--- config.mk ---
export PLATFORM = sky130hd
export DESIGN_NAME = sg_walker
export DESIGN_NICKNAME = d
export VERILOG_FILES = /design/src/rtl/sgw_pkg.sv /design/src/rtl/sgw_entry_fetch.sv /design/src/rtl/sgw_len_track.sv /design/src/rtl/sg_walker.sv
export SDC_FILE = /design/constraint.sdc
export NUM_CORES = 1
export LEC_CHECK = 0
export BUFFER_PORTS_ARGS = -buffer_cell sky130_fd_sc_hd__buf_2
export CORE_MARGIN = 8
export CORE_UTILIZATION = 40
export CTS_CLUSTER_SIZE = 20
export DETAILED_ROUTE_END_ITERATION = 8
export PLACE_DENSITY = 0.74
export SETUP_SLACK_MARGIN = 0.15
export SYNTH_ARGS = -nofsm -noshare
export SYNTH_HDL_FRONTEND = slang
export SYNTH_SLANG_ARGS = --single-unit
--- constraint.sdc ---
create_clock -name clk -period 4.39 [get_ports clk]
set_clock_uncertainty 0.05 [all_clocks]
set_input_delay 0.2195 -clock clk [delete_from_list [all_inputs] [get_ports clk]]
set_output_delay 0.2195 -clock clk [all_outputs]
set_load 0.01 [all_outputs]
--- src/rtl/sgw_pkg.sv ---
package sgw_pkg;
    localparam int ENTRY_WORDS = 4;
    localparam int TERM_BIT    = 31;
    localparam int ERR_W       = 6;

    localparam logic [ERR_W-1:0] ERR_NONE     = 6'd0;
    localparam logic [ERR_W-1:0] ERR_UNDERRUN = 6'd7;
    localparam logic [ERR_W-1:0] ERR_OVERRUN  = 6'd8;
    localparam logic [ERR_W-1:0] ERR_ALIGN    = 6'd16;

    typedef enum logic [2:0] {
        ST_IDLE,
        ST_FETCH,
        ST_EVAL,
        ST_ISSUE,
        ST_DONE
    } sgw_state_e;

    typedef struct packed {
        logic [63:0] addr;
        logic [31:0] count;
        logic        last;
    } sgw_entry_t;
endpackage

--- src/rtl/sgw_entry_fetch.sv ---
module sgw_entry_fetch
    import sgw_pkg::*;
#(
    parameter int ADDR_W = 8
) (
    input  logic              clk,
    input  logic              rst_n,
    input  logic              go,
    input  logic [ADDR_W-1:0] go_ptr,
    output logic              rd_en,
    output logic [ADDR_W-1:0] rd_addr,
    input  logic [31:0]       rd_data,
    output sgw_entry_t        ent,
    output logic              ent_valid
);
    localparam int IDX_W = $clog2(ENTRY_WORDS);
    localparam logic [IDX_W-1:0] LAST_IDX = IDX_W'(ENTRY_WORDS - 1);
    localparam logic [IDX_W:0]   N_WORDS  = (IDX_W+1)'(ENTRY_WORDS);

    logic              busy_q;
    logic [IDX_W:0]    iss_q;
    logic              pend_q;
    logic [IDX_W-1:0]  pend_idx_q;
    logic [ADDR_W-1:0] ptr_q;
    logic              last_q;
    logic              valid_q;

    assign rd_en   = busy_q && (iss_q < N_WORDS);
    assign rd_addr = ptr_q + ADDR_W'(iss_q[IDX_W-1:0]);

    always_ff @(posedge clk or negedge rst_n) begin
        if (!rst_n) begin
            busy_q     <= 1'b0;
            iss_q      <= '0;
            pend_q     <= 1'b0;
            pend_idx_q <= '0;
            ptr_q      <= '0;
            valid_q    <= 1'b0;
        end else begin
            valid_q    <= 1'b0;
            pend_q     <= rd_en;
            pend_idx_q <= iss_q[IDX_W-1:0];
            if (pend_q && pend_idx_q == LAST_IDX) begin
                busy_q  <= 1'b0;
                valid_q <= 1'b1;
            end
            if (go) begin
                busy_q <= 1'b1;
                iss_q  <= '0;
                ptr_q  <= go_ptr;
            end else if (rd_en) begin
                iss_q <= iss_q + 1'b1;
            end
        end
    end

    // One capture register per data word of the descriptor
    for (genvar i = 0; i < ENTRY_WORDS - 1; i++) begin : g_word
        logic [31:0] w_q;
        always_ff @(posedge clk or negedge rst_n) begin
            if (!rst_n)
                w_q <= '0;
            else if (pend_q && pend_idx_q == IDX_W'(i))
                w_q <= rd_data;
        end
    end

    always_ff @(posedge clk or negedge rst_n) begin
        if (!rst_n)
            last_q <= 1'b0;
        else if (pend_q && pend_idx_q == LAST_IDX)
            last_q <= rd_data[TERM_BIT];
    end

    assign ent.addr   = {g_word[1].w_q, g_word[0].w_q};
    assign ent.count  = g_word[2].w_q;
    assign ent.last   = last_q;
    assign ent_valid  = valid_q;
endmodule

--- src/rtl/sgw_len_track.sv ---
module sgw_len_track #(
    parameter int LEN_W = 32
) (
    input  logic             clk,
    input  logic             rst_n,
    input  logic             load,
    input  logic [LEN_W-1:0] load_len,
    input  logic             consume,
    input  logic [31:0]      ent_count,
    output logic [LEN_W-1:0] clip,
    output logic             exhausts
);
    logic [LEN_W-1:0] rem_q;

    assign clip     = (64'(ent_count) > 64'(rem_q)) ? rem_q : LEN_W'(ent_count);
    assign exhausts = (clip == rem_q);

    always_ff @(posedge clk or negedge rst_n) begin
        if (!rst_n)
            rem_q <= '0;
        else if (load)
            rem_q <= load_len;
        else if (consume)
            rem_q <= rem_q - clip;
    end
endmodule

--- src/rtl/sg_walker.sv ---
module sg_walker
    import sgw_pkg::*;
#(
    parameter int ADDR_W = 8,
    parameter int LEN_W  = 32
) (
    input  logic              clk,
    input  logic              rst_n,
    input  logic              start,
    input  logic [ADDR_W+1:0] start_base,
    input  logic [LEN_W-1:0]  start_len,
    input  logic              start_to_dev,
    output logic              busy,
    output logic              mem_rd_en,
    output logic [ADDR_W-1:0] mem_rd_addr,
    input  logic [31:0]       mem_rd_data,
    output logic              seg_valid,
    input  logic              seg_ready,
    output logic [63:0]       seg_addr,
    output logic [LEN_W-1:0]  seg_len,
    output logic              seg_last,
    output logic              done,
    output logic [ERR_W-1:0]  err_code
);
    localparam int BA_W = ADDR_W + 2;
    localparam logic [ADDR_W-1:0] STEP = ADDR_W'(ENTRY_WORDS);

    sgw_state_e        state_q, state_d;
    logic [ADDR_W-1:0] ptr_q;
    logic              to_dev_q;
    logic [ERR_W-1:0]  err_q, err_d;
    logic              err_set;
    logic              fetch_go;
    logic [ADDR_W-1:0] fetch_ptr;
    logic              len_load;
    logic              consume;
    sgw_entry_t        ent;
    logic              ent_valid;
    logic [LEN_W-1:0]  clip;
    logic              exhausts;
    logic [ERR_W-1:0]  short_err;

    sgw_entry_fetch #(.ADDR_W(ADDR_W)) u_fetch (
        .clk       (clk),
        .rst_n     (rst_n),
        .go        (fetch_go),
        .go_ptr    (fetch_ptr),
        .rd_en     (mem_rd_en),
        .rd_addr   (mem_rd_addr),
        .rd_data   (mem_rd_data),
        .ent       (ent),
        .ent_valid (ent_valid)
    );

    sgw_len_track #(.LEN_W(LEN_W)) u_len (
        .clk       (clk),
        .rst_n     (rst_n),
        .load      (len_load),
        .load_len  (start_len),
        .consume   (consume),
        .ent_count (ent.count),
        .clip      (clip),
        .exhausts  (exhausts)
    );

    assign short_err = to_dev_q ? ERR_UNDERRUN : ERR_OVERRUN;
    assign consume   = (state_q == ST_ISSUE) && seg_ready;

    // State register
    always_ff @(posedge clk or negedge rst_n) begin
        if (!rst_n)
            state_q <= ST_IDLE;
        else
            state_q <= state_d;
    end

    // Walk context
    always_ff @(posedge clk or negedge rst_n) begin
        if (!rst_n) begin
            ptr_q    <= '0;
            to_dev_q <= 1'b0;
            err_q    <= ERR_NONE;
        end else begin
            if (fetch_go)
                ptr_q <= fetch_ptr;
            if (state_q == ST_IDLE && start)
                to_dev_q <= start_to_dev;
            if (err_set)
                err_q <= err_d;
        end
    end

    // Next state and sequencing strobes
    always_comb begin
        state_d   = state_q;
        fetch_go  = 1'b0;
        fetch_ptr = ptr_q + STEP;
        len_load  = 1'b0;
        err_set   = 1'b0;
        err_d     = ERR_NONE;
        unique case (state_q)
            ST_IDLE: begin
                if (start) begin
                    len_load = 1'b1;
                    if (start_base[2:0] != 3'd0) begin
                        err_set = 1'b1;
                        err_d   = ERR_ALIGN;
                        state_d = ST_DONE;
                    end else if (start_len == '0) begin
                        err_set = 1'b1;
                        state_d = ST_DONE;
                    end else begin
                        fetch_go  = 1'b1;
                        fetch_ptr = start_base[BA_W-1:2];
                        state_d   = ST_FETCH;
                    end
                end
            end
            ST_FETCH: begin
                if (ent_valid)
                    state_d = ST_EVAL;
            end
            ST_EVAL: begin
                if (ent.count != 32'd0) begin
                    state_d = ST_ISSUE;
                end else if (ent.last) begin
                    err_set = 1'b1;
                    err_d   = short_err;
                    state_d = ST_DONE;
                end else begin
                    fetch_go = 1'b1;
                    state_d  = ST_FETCH;
                end
            end
            ST_ISSUE: begin
                if (seg_ready) begin
                    if (exhausts) begin
                        err_set = 1'b1;
                        state_d = ST_DONE;
                    end else if (ent.last) begin
                        err_set = 1'b1;
                        err_d   = short_err;
                        state_d = ST_DONE;
                    end else begin
                        fetch_go = 1'b1;
                        state_d  = ST_FETCH;
                    end
                end
            end
            ST_DONE: state_d = ST_IDLE;
            default: state_d = ST_IDLE;
        endcase
    end

    // Outputs
    always_comb begin
        busy      = (state_q != ST_IDLE);
        seg_valid = (state_q == ST_ISSUE);
        done      = (state_q == ST_DONE);
        seg_addr  = ent.addr;
        seg_len   = clip;
        seg_last  = exhausts;
        err_code  = err_q;
    end
endmodule

# [After elaboration in Yosys (flattened, before gate mapping)]
# Cells that the tools add are included.
# W data, S select, Z words.
[totals] wordCells=95 reg_bits=155 out_inout_bits=115 in_bits=79
[classes] order_cmp=2 mux=47 n_addsub=4 n_eq_ne=11 n_reduce_logical=17
[op_table] operator="$mux W32" count=3
[op_table] operator="$eq A32 B32 Y1" count=1
[op_table] operator="$gt A32 B32 Y1" count=1
[op_table] operator="$logic_not A32 Y1" count=1
[op_table] operator="$mux W8" count=4
[op_table] operator="$reduce_bool A32 Y1" count=1
[op_table] operator="$sub A32 B32 Y32" count=1
[op_table] operator="$mux W3" count=10
[op_table] operator="$mux W1" count=19
[op_table] operator="$pmux W6 S3" count=1
[op_table] operator="$mux W4" count=3
[op_table] operator="$mux W6" count=2
[op_table] operator="$pmux W3 S4" count=1
[op_table] operator="$mux W5" count=2
[op_table] operator="$add A8 B2 Y8" count=1
[op_table] operator="$add A8 B3 Y8 const B" count=1
[op_table] operator="$logic_and A1 B1 Y1" count=7
[op_table] operator="$eq A3 B2 Y1 const B" count=2
[op_table] operator="$pmux W1 S3" count=2
[op_table] operator="$reduce_bool A2 Y1" count=3
[op_table] operator="$reduce_bool A3 Y1" count=2
[op_table] operator="$eq A2 B2 Y1 const B" count=2
[op_table] operator="$ne A2 B1 Y1 const B" count=2
[op_table] operator="$add A3 B1 Y3 const B" count=1
[op_table] operator="other kinds (8)" count=8

# [Depth between registers and ports, before layout]
# Gate-level depths: netlist of run 1.
[logic_depth] depth_word=7 depth_mapped=22 ltp_nobuf=21

# [Hierarchy]
# A second synthesis of run 1 with hierarchy kept.
[hier_totals] cells_unflattened=1038 hier_area_um2=10116.0
[modules_own_cells] mod="sgw_len_track" cells_per_inst=636 n_inst=1 area_per_inst_um2=4590.7 seq_area_each_um2=800.8
[modules_own_cells] mod="sgw_entry_fetch" cells_per_inst=265 n_inst=1 area_per_inst_um2=4391.7 seq_area_each_um2=2827.7
[modules_own_cells] mod="sg_walker" cells_per_inst=137 n_inst=1 area_per_inst_um2=1133.6 seq_area_each_um2=375.4

# [Least setup slack after synthesis of run 1]
# Ideal clock, no wire load.
[synth_timing] path_kind="register to register" from="register u_len.rem_q[7]" to="register u_len.rem_q[30]" setup_slack_ns=-0.456 required_ns=4.257 synth_period_minus_slack_ns=4.846 path_stages_with_launch=23 arrival_ns=4.713 n_path_buf=1 setup_ns=0.083 cell_sequence="dfrtp_1 inv_1 ha_1 a211oi_1 o21ai_0 a221o_1 and3_1 nor3_1 o31ai_1 nand2_1 buf_2 mux2i_1 ha_1 inv_1 fa_1 nand3_1 a21oi_1 o31a_1 o211ai_1 a311oi_1 a41oi_1 mux2_2 o21ai_0"
[synth_between] elab_chain_len=5
[synth_rtl] item="start, declared" line_no="sgw_len_track.sv:13" text="logic [LEN_W-1:0] rem_q;"
[synth_rtl] item="start signal, assigned" line_no="sgw_len_track.sv:22" text="rem_q <= load_len;"
[synth_rtl] item="start signal, assigned" line_no="sgw_len_track.sv:24" text="rem_q <= rem_q - clip;"
[synth_rtl] item="$gt A32 B32 Y1" line_no="sgw_len_track.sv:15" text="assign clip = (64'(ent_count) > 64'(rem_q)) ? rem_q : LEN_W'(ent_count);"
[synth_rtl] item="$mux W32" line_no="sgw_len_track.sv:15"
[synth_rtl] item="net seg_len[0]" line_no="sg_walker.sv:20" text="output logic [LEN_W-1:0] seg_len,"
[synth_rtl] item="$sub A32 B32 Y32" line_no="sgw_len_track.sv:24"
[synth_rtl] item="$mux W32" line_no="sgw_len_track.sv:23" text="else if (consume)"
[synth_rtl] item="$mux W32" line_no="sgw_len_track.sv:21" text="else if (load)"
# The timed path passes the listed nets, and every way through them passes these cells. The select of a mux whose other input is x is not followed.
# A chain may end at the register's enable or synchronous reset.

# [Worst setup path after layout of run 1]
[layout_timing] from="register u_fetch.g_word[2].w_q[13]" to="register u_fetch.ptr_q[3]"
[layout_between] elab_chain_len=6 word_cells_on_any_way=8 cone_classes="order compare: 1; eq/ne: 1; mux: 5; reduce/logical: 1"
[layout_rtl] item="start, declared" line_no="sgw_entry_fetch.sv:59" text="logic [31:0] w_q;"
[layout_rtl] item="start signal, assigned" line_no="sgw_entry_fetch.sv:64" text="w_q <= rd_data;"
[layout_rtl] item="$gt A32 B32 Y1" line_no="sgw_len_track.sv:15"
[layout_rtl] item="$mux W32" line_no="sgw_len_track.sv:15"
[layout_rtl] item="$eq A32 B32 Y1" line_no="sgw_len_track.sv:16" text="assign exhausts = (clip == rem_q);"
[layout_rtl] item="$mux W1" line_no="sg_walker.sv:137" text="if (exhausts) begin"
[layout_rtl] item="$mux W1" line_no="sg_walker.sv:136" text="if (seg_ready) begin"
[layout_rtl] item="$pmux W1 S3 *" line_no="sg_walker.sv:101" text="unique case (state_q)"
[layout_rtl] item="end signal, assigned" line_no="sgw_entry_fetch.sv:50" text="ptr_q <= go_ptr;"
[layout_rtl] item="end, declared" line_no="sgw_entry_fetch.sv:24" text="logic [ADDR_W-1:0] ptr_q;"
# Every way passes the cells marked *; elsewhere a longest branch is shown, timed or not.

==> flow_summary.json, run 1 <==
{
  "final_area_mm2": 0.0136,
  "place_worst_setup_slack_ns": -0.433,
  "grt_pass1_wl_um": 50800,
  "drt-total-wl_um": 33400,
  "netlist_instances": 1007,
  "drt-initial-drc-count": 732,
  "violations": "setup timing",
  "final_common_cell": "buf_2",
  "cts_buffers": 17,
  "dr.pass1.iters": 6,
  "clk_latency_ns": 0.43,
  "synth-async-reset-ratio": 1.00,
  "grt_max_degree": 79,
  "first_global_vias": 9189,
  "synth_warnings": 0,
  "synth-edff-count": 0,
  "cts_tree": "done",
  "drv_slew": 0,
  "cts_sinks": 152,
  "wl_met3_um": 2390,
  "drc": 0,
  "clock_path_buffers": 2,
  "rsz0062_at_grt": "yes",
  "pin_count": 194,
  "layout_min_cycle_time_ns": 4.75,
  "num-nets-final": 1462,
  "worstHoldStart": "mem_rd_data[30]",
  "setup_slack_ns": -0.358,
  "worstPathMaxFanout": 12,
  "hold_slack_ns": 0.0104,
  "hold_class": "primary input to flop",
  "cts_root_buf": "clkbuf_16",
  "synth-seq-area-share": 0.372,
  "clk_pin_slew_ns": 0.07,
  "finalHoldViolCount": 0,
  "highest_layer": "met5",
  "die_w_um": 176,
  "htreeDepth": 4,
  "rows": 58,
  "portBuffers": 192,
  "ys.flop_type": "dfrtp_1",
  "slowest_delay_ns": 0.50,
  "synth_nets": 1155,
  "cpMaxStageDelayCell": "or4_4",
  "synth_top_area_cell": "dfrtp_1",
  "syn_area_per_cell_um2": 10.1,
  "fp.dieArea_mm2": 0.0309,
  "drv_cap": 0,
  "avgViaCountPerCell": 5.48,
  "cp-end-kind": "flop",
  "vias": 9095,
  "cp_common_cell": "nand4_1",
  "ys_types": 66,
  "wl_met2_um": 15800,
  "worstSetupPathType": "flop to flop",
  "yosysTopAreaCellShare": 0.372,
  "run_status": "finished, violations left",
  "worstPathCellList": "ha_4, nand4_1, or4_4, a21oi_2, o31a_2, nor3_2, o31ai_1, nand2_2, buf_4, buf_16, buf_4, mux2i_1, ha_1, nand4_1, nor3_2, nand4_1, or3b_4, o21ai_4, buf_12, mux2i_1, a21oi_1",
  "ys_seq_elements": 152,
  "dp_hpwl_um": 25300,
  "area_growth_pct": 33.2,
  "overflow": 0,
  "crit_path_start": "u_fetch.g_word[2].w_q[13]",
  "max_slew_margin": 0.326,
  "wl_per_cell_um": 20.1,
  "required_ns": 4.64,
  "period_share": 1.08,
  "synth_area_leaders": "dfrtp_1, mux2_2, ha_1, buf_4, mux2i_1",
  "die_height_um": 176,
  "arrival_ns": 5.00,
  "layout-drive-gt1-share": 0.463,
  "finalSetupViolCount": 30,
  "most-common-layout-cells": "buf_2, buf_4, dfrtp_1",
  "reg2reg_from": "u_fetch.g_word[2].w_q[13]",
  "fmax_mhz": 211,
  "antenna_found_initial": 3,
  "tightest_slew_ns": 1.01,
  "synth_area_mm2": 0.0102,
  "start_util": 0.407,
  "coreArea_mm2": 0.0251,
  "track_usage": 0.210,
  "wl_met1_um": 14100,
  "gp_congestion": 0.949,
  "postPlaceCellArea_mm2": 0.0122,
  "start_kind": "flop",
  "ant_nets": 0
}
## sequential cells by signal, indices dropped and copies added (netlist names)
signal / flops
err_code: 3
state_q: 3
to_dev_q: 1
u_fetch.busy_q: 1
u_fetch.ent_valid: 1
u_fetch.g_word.w_q: 96
u_fetch.iss_q: 3
u_fetch.last_q: 1
u_fetch.pend_idx_q: 2
u_fetch.pend_q: 1
u_fetch.ptr_q: 8
u_len.rem_q: 32
## timing repair
item / in CTS / in global routing
hold endpoints to repair: 97 / 1
setup buffers: 14 / 11
hold buffers: 16 / 1
pin swaps: 27 / 25
endpoints found under the setup margin: 40 / 43
resized for setup: 44 / 46
cloned: 2 / 0
## path summary, 6_finish.rpt
path | to | slack, ns | cells after the start
max in group asynchronous | u_fetch.g_word[2].w_q[0] | 2.93 | 3
hold / removal | u_fetch.g_word[2].w_q[30] | 0.01 | 2
min in group asynchronous | u_fetch.ptr_q[1] | 0.33 | 2
hold reg to reg | u_fetch.pend_idx_q[1] | 0.41 | 0
setup / recovery | u_fetch.ptr_q[3] | -0.36 | 21
setup reg to reg | u_fetch.ptr_q[3] | -0.36 | 21
## metrics by stage
stage               TNS, ns  cells   util
floorplan            -0.444   1007      -
global placement      -4.03   1581  0.486
detailed placement    -6.67   1581  0.486
CTS                   -2.87   1645  0.530
global route         -12.01   1658  0.542
finish                -6.29   1659  0.542
## cell type report
type / count / area, um2
tap: 330 / 413
fill: 2246 / 11500
clock inverter: 13 / 134
inverter: 51 / 191
sequential: 152 / 3800
antenna: 2 / 5.00
timing repair buffer: 396 / 2680
multi-input combinational: 696 / 5920
clock buffer: 19 / 453
## logic make-up after synthesis
family	after synthesis	synth area share
AND/OR/NAND/NOR	213	0.109
AO/OA/AOI/OAI	212	0.139
multiplexers	167	0.180
buffers and inverters	159	0.0847
flip-flops	152	0.372
adder cells (fa/ha/maj)	69	0.0860
XOR/XNOR	34	0.0291
other	1	0.000367
## synth_stat cells, types with 4 or more instances
cell	instances
dfrtp_1	152
mux2_2	130
buf_4	67
ha_1	67
inv_1	51
o21ai_0	50
a21oi_1	48
nand2_1	45
nor2_1	44
mux2i_1	37
clkbuf_1	30
a22oi_1	26
xnor2_1	23
a21o_1	20
nand3_1	18
nor4_1	18
nand4_1	13
and3_1	12
xor2_1	11
nor3_1	10
nand2b_1	9
buf_2	8
o211ai_1	8
nor2b_1	7
and2_1	6
o21bai_1	6
a211oi_1	5
a221o_1	5
a31oi_1	5
and4_1	5
nand3b_1	5
nor3b_1	5
o21a_1	5
a221oi_1	4
or2_2	4
## worst max-delay path: cells and delay by family (launching register included)
family / cells / cell delay, ns
mux: 2 / 0.29
flops: 1 / 0.43
simple gates: 8 / 1.83
fa+ha+maj: 2 / 0.61
compound gates: 5 / 0.79
buf+inv: 4 / 0.62
## per-layer routing
layer	vias to the layer above	GRT usage
met3	74	0.0588
met4	2	0.0858
met5	-	0
li1	4227	-
met1	4468	0.260
met2	324	0.339
Power of run 1 is not shown: default switching activity piles up to over one toggle a cycle in this logic, so the estimate is an artifact.
==> run 2, diff against run 1 <==
--- a/config.mk
+++ b/config.mk
@@ -5,13 +5,14 @@
 export SDC_FILE = /design/constraint.sdc
 export NUM_CORES = 1
 export LEC_CHECK = 0
-export BUFFER_PORTS_ARGS = -buffer_cell sky130_fd_sc_hd__buf_2
 export CORE_MARGIN = 8
 export CORE_UTILIZATION = 40
 export CTS_CLUSTER_SIZE = 20
 export DETAILED_ROUTE_END_ITERATION = 8
-export PLACE_DENSITY = 0.74
+export DONT_BUFFER_PORTS = 1
+export PLACE_DENSITY = 0.67
 export SETUP_SLACK_MARGIN = 0.15
 export SYNTH_ARGS = -nofsm -noshare
 export SYNTH_HDL_FRONTEND = slang
+export SYNTH_HIERARCHICAL = 1
 export SYNTH_SLANG_ARGS = --single-unit
==> run 2 against run 1 <==
  * The run still ends with setup timing left
  * Global-route usage increased by 1.0 points
  * Synthesized area decreased by 0.99%
  * Sequential share of layout area increased by 0.69 points
  * Fmax decreased by 1.2%
  * Highest routed layer is now met4
  * Critical path type unchanged
  * Synthesized cell count increased by 3.1%
  * Core utilization increased by 1.7 points
  * Register-to-register slack got worse by 0.06 ns
  * Worst hold slack improved by 0.023 ns
  * First-iteration DRC count decreased by 14%
  * Count of clock-buffer cells in the layout unchanged
  * Via count increased by 3.7%
  * Non-clock buffer count decreased by 96
  * Largest cell class unchanged
==> flow_summary.json, run 2 <==
{
  "area_growth_pct": 38.2,
  "start_util": 0.404,
  "reg2reg_to": "u_len/rem_q[24]",
  "netlist_instances": 1038,
  "largest_reg_flops": 96,
  "avgViaCountPerCell": 5.70,
  "finalHoldViolCount": 0,
  "clk_latency_ns": 0.43,
  "worstRegToRegCells": 25,
  "max_flop_register": "u_fetch/g_word.w_q",
  "synth_nets": 1182,
  "pin_count": 194,
  "num-nets-final": 1454,
  "place_worst_setup_slack_ns": -0.468,
  "gp_congestion": 0.998,
  "overflow": 0,
  "portBuffers": 0,
  "arrival_ns": 5.04,
  "crit_path_start": "u_fetch/g_word[2].w_q[30]",
  "fmax_mhz": 208,
  "fp.dieArea_mm2": 0.0306,
  "dr.pass1.iters": 5,
  "layout-drive-gt1-share": 0.367,
  "rsz0062_at_grt": "yes",
  "track_usage": 0.220,
  "drc": 0,
  "finalSetupViolCount": 41,
  "synth_area_leaders": "dfrtp_1, mux2_2, ha_1, a21oi_1, inv_1",
  "synth-edff-count": 0,
  "drt-total-wl_um": 35100,
  "cts_sinks": 160,
  "synth_top_area_cell": "dfrtp_1",
  "antenna_found_initial": 1,
  "wl_per_cell_um": 21.2,
  "setup_slack_ns": -0.414,
  "clk_pin_slew_ns": 0.07,
  "max_slew_margin": 0.315,
  "worstHoldStart": "seg_ready",
  "final_common_cell": "buf_4",
  "cp-end-kind": "flop",
  "tightest_slew_ns": 1.02,
  "ys.flop_type": "dfrtp_1",
  "drt-initial-drc-count": 633,
  "tns_ns": -9.13,
  "syn_area_per_cell_um2": 9.75,
  "first_global_vias": 9423,
  "coreArea_mm2": 0.0250,
  "rrSetupSlack_ns": -0.41,
  "hold_class": "primary input to flop",
  "ys_seq_elements": 160,
  "ant_nets": 0,
  "worstPathMaxFanout": 12,
  "yosysTopAreaCellShare": 0.396,
  "drv_cap": 0,
  "grt_max_degree": 161,
  "synth_area_mm2": 0.0101,
  "synthTopCellsByCount": "dfrtp_1, mux2_2, inv_1",
  "cts_tree": "done",
  "drv_slew": 0,
  "most-common-layout-cells": "buf_4, dfrtp_1, mux2_2",
  "synth-seq-area-share": 0.396,
  "rows": 58,
  "synth_warnings": 6,
  "biggestRegsByFlops": "u_fetch/g_word.w_q: 96 flops, u_len/rem_q: 32 flops",
  "hold_end": "state_q[1]",
  "post-route-util": 0.558,
  "reg2reg_from": "u_fetch/g_word[2].w_q[30]",
  "nFillCells": 2066,
  "grt_pass1_wl_um": 53600,
  "dp_hpwl_um": 24900,
  "ys_types": 75,
  "synth-async-reset-ratio": 1.00,
  "holdPathStages": 3,
  "die_w_um": 175,
  "vias": 9431,
  "yosysMostFrequentCell": "dfrtp_1",
  "htreeDepth": 4,
  "die_height_um": 175,
  "start_kind": "flop",
  "violations": "setup timing",
  "run_status": "finished, violations left",
  "period_share": 1.09,
  "cts_root_buf": "clkbuf_16",
  "layout_min_cycle_time_ns": 4.80,
  "cts_buffers": 17,
  "clock_path_buffers": 2,
  "worstSetupPathType": "flop to flop",
  "required_ns": 4.63
}
==> run 2: cell types whose count changed in the layout (fill, tap and decap cells not counted), moves of 17 or more <==
cell	before	now
a22oi_1	26	0
ha_1	60	41
inv_2	2	22
nand2_1	41	73
ha_4	3	20
dlygate4sd3_1	17	72
mux2i_1	35	18
buf_2	190	0
buf_4	169	215
mux2_2	130	106
nor2_1	41	66
==> run 2: how the worst max path moves through the flow <==
stage / endpoint / slack [ns]
floorplan: u_len/rem_q[26] / -0.21
global route: u_len/rem_q[26] / -0.57
CTS: u_len/rem_q[26] / -0.29
detailed placement: u_len/rem_q[26] / -0.47
global placement: u_len/rem_q[26] / -0.43
finish: u_len/rem_q[24] / -0.41
==> run 2: what timing repair did <==
action / in CTS / in global routing
endpoints found under the hold margin: 298 / 0
pin swaps: 26 / 22
setup buffers: 15 / 14
hold buffers: 73 / 0
gates resized for setup: 50 / 60
gates cloned: 0 / 1
endpoints found under the setup margin: 44 / 47
==> run 2: worst max-delay path, stage by stage (launching register included) <==
cell and delay (ns):
dfrtp_1 0.43, ha_4 0.30, nand4_1 0.18, buf_4 0.20, buf_4 0.12, buf_4 0.13, a21oi_1 0.18, o31a_1 0.27
nor2_4 0.09, buf_12 0.15, buf_4 0.13, nor2_1 0.15, a21oi_2 0.07, ha_2 0.22, or4_4 0.42, o22ai_2 0.18
buf_4 0.14, buf_4 0.10, o21ai_4 0.06, o31ai_4 0.07, o2111ai_4 0.20, buf_6 0.17, a31oi_4 0.21, o21bai_1 0.12
xnor2_1 0.23, o21ai_1 0.10
==> run 2: area by class of cell <==
cell class	instances	area (um2)	share of cell area
Clock inverter	13	126	0.00904
Clock buffer	19	453	0.0324
Tap cell	330	413	0.0295
Sequential cell	160	4010	0.286
Timing Repair Buffer	300	2540	0.182
Inverter	84	315	0.0226
Multi-Input combinational cell	747	6130	0.438
Antenna cell	1	2.50	0.000179
==> run 2: metrics by stage <==
stage,hold WS (ns),cell area (um2),instances
CTS,0.0133,13500,1638
detailed placement,-0.115,11900,1518
finish,0.0329,14000,1654
global placement,-0.116,11900,1518
global route,0.0797,14000,1654
floorplan,-0.126,10300,1038
==> run 2: kinds of logic after synthesis <==
logic type,after synthesis,synth area share
AOI/OAI and AO/OA,245,0.157
muxes,131,0.144
adders and majority gates,66,0.0829
other,1,0.000371
and+or+nand+nor,275,0.137
DFF,160,0.396
buffers and inverters,131,0.0586
xor gates and xnor gates,29,0.0251
==> run 2: per-layer routing <==
metal  GRT usage  wire [um]  vias up
met5           0          0        -
li1            -          -     4298
met4      0.0661       1060        0
met3      0.0540       2620       83
met1       0.284      14600     4655
met2       0.359      16800      395
Power of run 2 is left out for the same reason.
==> run 3, diff against run 2 <==
--- a/config.mk
+++ b/config.mk
@@ -5,13 +5,15 @@
 export SDC_FILE = /design/constraint.sdc
 export NUM_CORES = 1
 export LEC_CHECK = 0
+export ABC_CLOCK_PERIOD_IN_PS = 4390
 export CORE_MARGIN = 8
-export CORE_UTILIZATION = 40
+export CORE_UTILIZATION = 30
 export CTS_CLUSTER_SIZE = 20
 export DETAILED_ROUTE_END_ITERATION = 8
 export DONT_BUFFER_PORTS = 1
-export PLACE_DENSITY = 0.67
+export PLACE_DENSITY = 0.56
 export SETUP_SLACK_MARGIN = 0.15
+export SKIP_LAST_GASP = 1
 export SYNTH_ARGS = -nofsm -noshare
 export SYNTH_HDL_FRONTEND = slang
 export SYNTH_HIERARCHICAL = 1
==> run 3 against run 2 <==
  * Sequential share of layout area down 2.4 points
  * Via count up 0.68%
  * Highest routed layer unchanged
  * Routed wire length up 4.7%
  * Global-route usage down 4.1 points
  * Core utilization down 10 points
  * Critical endpoint is now u_len/rem_q[31]
  * The run still ends with setup timing left
  * Non-clock buffer count up 62
  * First-iteration DRC count up 21%
  * Final cell count up 11%
  * Largest cell class unchanged
  * Worst hold slack worse by 0.015 ns
  * Register-to-register slack worse by 0.30 ns
==> flow_summary.json, run 3 (synthesized netlist as in run 2, its figures left out) <==
{
  "diodes": 0,
  "drt-initial-drc-count": 763,
  "cts_root_buf": "clkbuf_16",
  "violations": "setup timing",
  "start_util": 0.303,
  "track_usage": 0.179,
  "final_common_cell": "buf_4",
  "max_slew_margin": 0.342,
  "htreeDepth": 4,
  "avgViaCountPerCell": 5.18,
  "setup_slack_ns": -0.718,
  "vias": 9495,
  "run_status": "finished, violations left",
  "cts_buffers": 17,
  "finalSetupViolCount": 45,
  "pin_count": 194,
  "biggestRegsByFlops": "u_fetch/g_word.w_q: 96 flops, u_len/rem_q: 32 flops",
  "most-common-layout-cells": "buf_4, dfrtp_1, mux2_2",
  "portBuffers": 0,
  "cts_sinks": 160,
  "rsz0062_at_grt": "yes",
  "clk_pin_slew_ns": 0.08,
  "coreArea_mm2": 0.0334,
  "first_global_vias": 9696,
  "fmax_mhz": 196,
  "max_flop_register": "u_fetch/g_word.w_q",
  "crit_path_start": "u_len/rem_q[29]",
  "drv_cap": 0,
  "reg2reg_from": "u_len/rem_q[29]",
  "tightest_slew_ns": 0.982,
  "period_share": 1.16,
  "drt-total-wl_um": 36800,
  "worstHoldStart": "seg_ready",
  "post-route-util": 0.457,
  "clk_latency_ns": 0.43,
  "grt_max_degree": 161,
  "finalHoldViolCount": 0,
  "grt_pass1_wl_um": 55400,
  "required_ns": 4.61,
  "area_growth_pct": 50.8,
  "layout-drive-gt1-share": 0.428,
  "cts_tree": "done",
  "arrival_ns": 5.33,
  "hold_class": "primary input to flop",
  "dp_hpwl_um": 26000,
  "rows": 67,
  "start_kind": "flop",
  "drc": 0,
  "antenna_found_initial": 0,
  "fp.dieArea_mm2": 0.0399,
  "tns_ns": -19.57,
  "cp-end-kind": "flop",
  "drv_slew": 0,
  "clock_path_buffers": 2,
  "worstSetupPathType": "flop to flop",
  "worstPathMaxFanout": 8,
  "ant_nets": 0,
  "gp_congestion": 0.919,
  "num-nets-final": 1516,
  "wl_per_cell_um": 20.1,
  "hold_slack_ns": 0.0177,
  "die_height_um": 200,
  "overflow": 0,
  "die_w_um": 200,
  "layout_min_cycle_time_ns": 5.11,
  "dr.pass1.iters": 5,
  "largest_reg_flops": 96
}
run 3: repair_timing:
| item | 4_1_cts | 5_1_grt |
|---|---|---|
| pin swaps | 82 | 66 |
| buffers inserted | 55 | 30 |
| gates cloned | 4 | 2 |
| hold buffers | 74 | 0 |
| endpoints found under the hold margin | 299 | 0 |
| endpoints found under the setup margin | 47 | 51 |
| resized for setup | 157 | 70 |
run 3: cell type report:
cell class | count | area, um2
timing repair buffer | 362 | 3220
tap | 448 | 561
inverter | 84 | 315
clock inverter | 14 | 168
clock buffer | 18 | 429
multi-input combinational | 747 | 6570
sequential | 160 | 4010
fill | 3110 | 18100
run 3: per-layer routing:
layer	wire [um]	track usage
met4	1160	0.0747
met5	0	0
met3	2320	0.0446
met1	16100	0.231
met2	17200	0.282
run 3: worst paths after layout:
path	slack (ns)	depth (start not counted)	end
max	-0.72	25	u_len/rem_q[31]
min	0.02	3	state_q[1]
max reg2reg	-0.72	25	u_len/rem_q[31]
min reg2reg	0.43	1	ptr_q[0]
max in group asynchronous	3.17	2	u_fetch/g_word[2].w_q[21]
min in group asynchronous	0.37	2	state_q[2]
run 3: critical path: stages, from the launching register on:
cell	delay [ns]
dfrtp_1	0.38
inv_2	0.07
ha_4	0.26
nand4_1	0.16
buf_4	0.20
nor4_4	0.30
buf_4	0.18
nand3_2	0.07
o31a_1	0.19
nor2_4	0.24
buf_12	0.18
buf_6	0.11
nor2_1	0.03
a21oi_1	0.16
buf_4	0.18
ha_4	0.20
a21o_1	0.16
a21o_1	0.17
a21o_1	0.17
a21o_1	0.17
o311ai_2	0.09
nand4b_1	0.16
a31o_4	0.26
a221o_1	0.36
mux2i_1	0.24
o311ai_2	0.17
run 3: per-stage QoR:
stage	std cells	area, um2	setup WS, ns
global route	1833	15300	-0.873
global placement	1636	12000	-0.566
finish	1833	15300	-0.718
floorplan	1038	10300	-0.210
detailed placement	1636	12000	-0.569
CTS	1801	14600	-0.383
Power of run 3 is left out for the same reason.
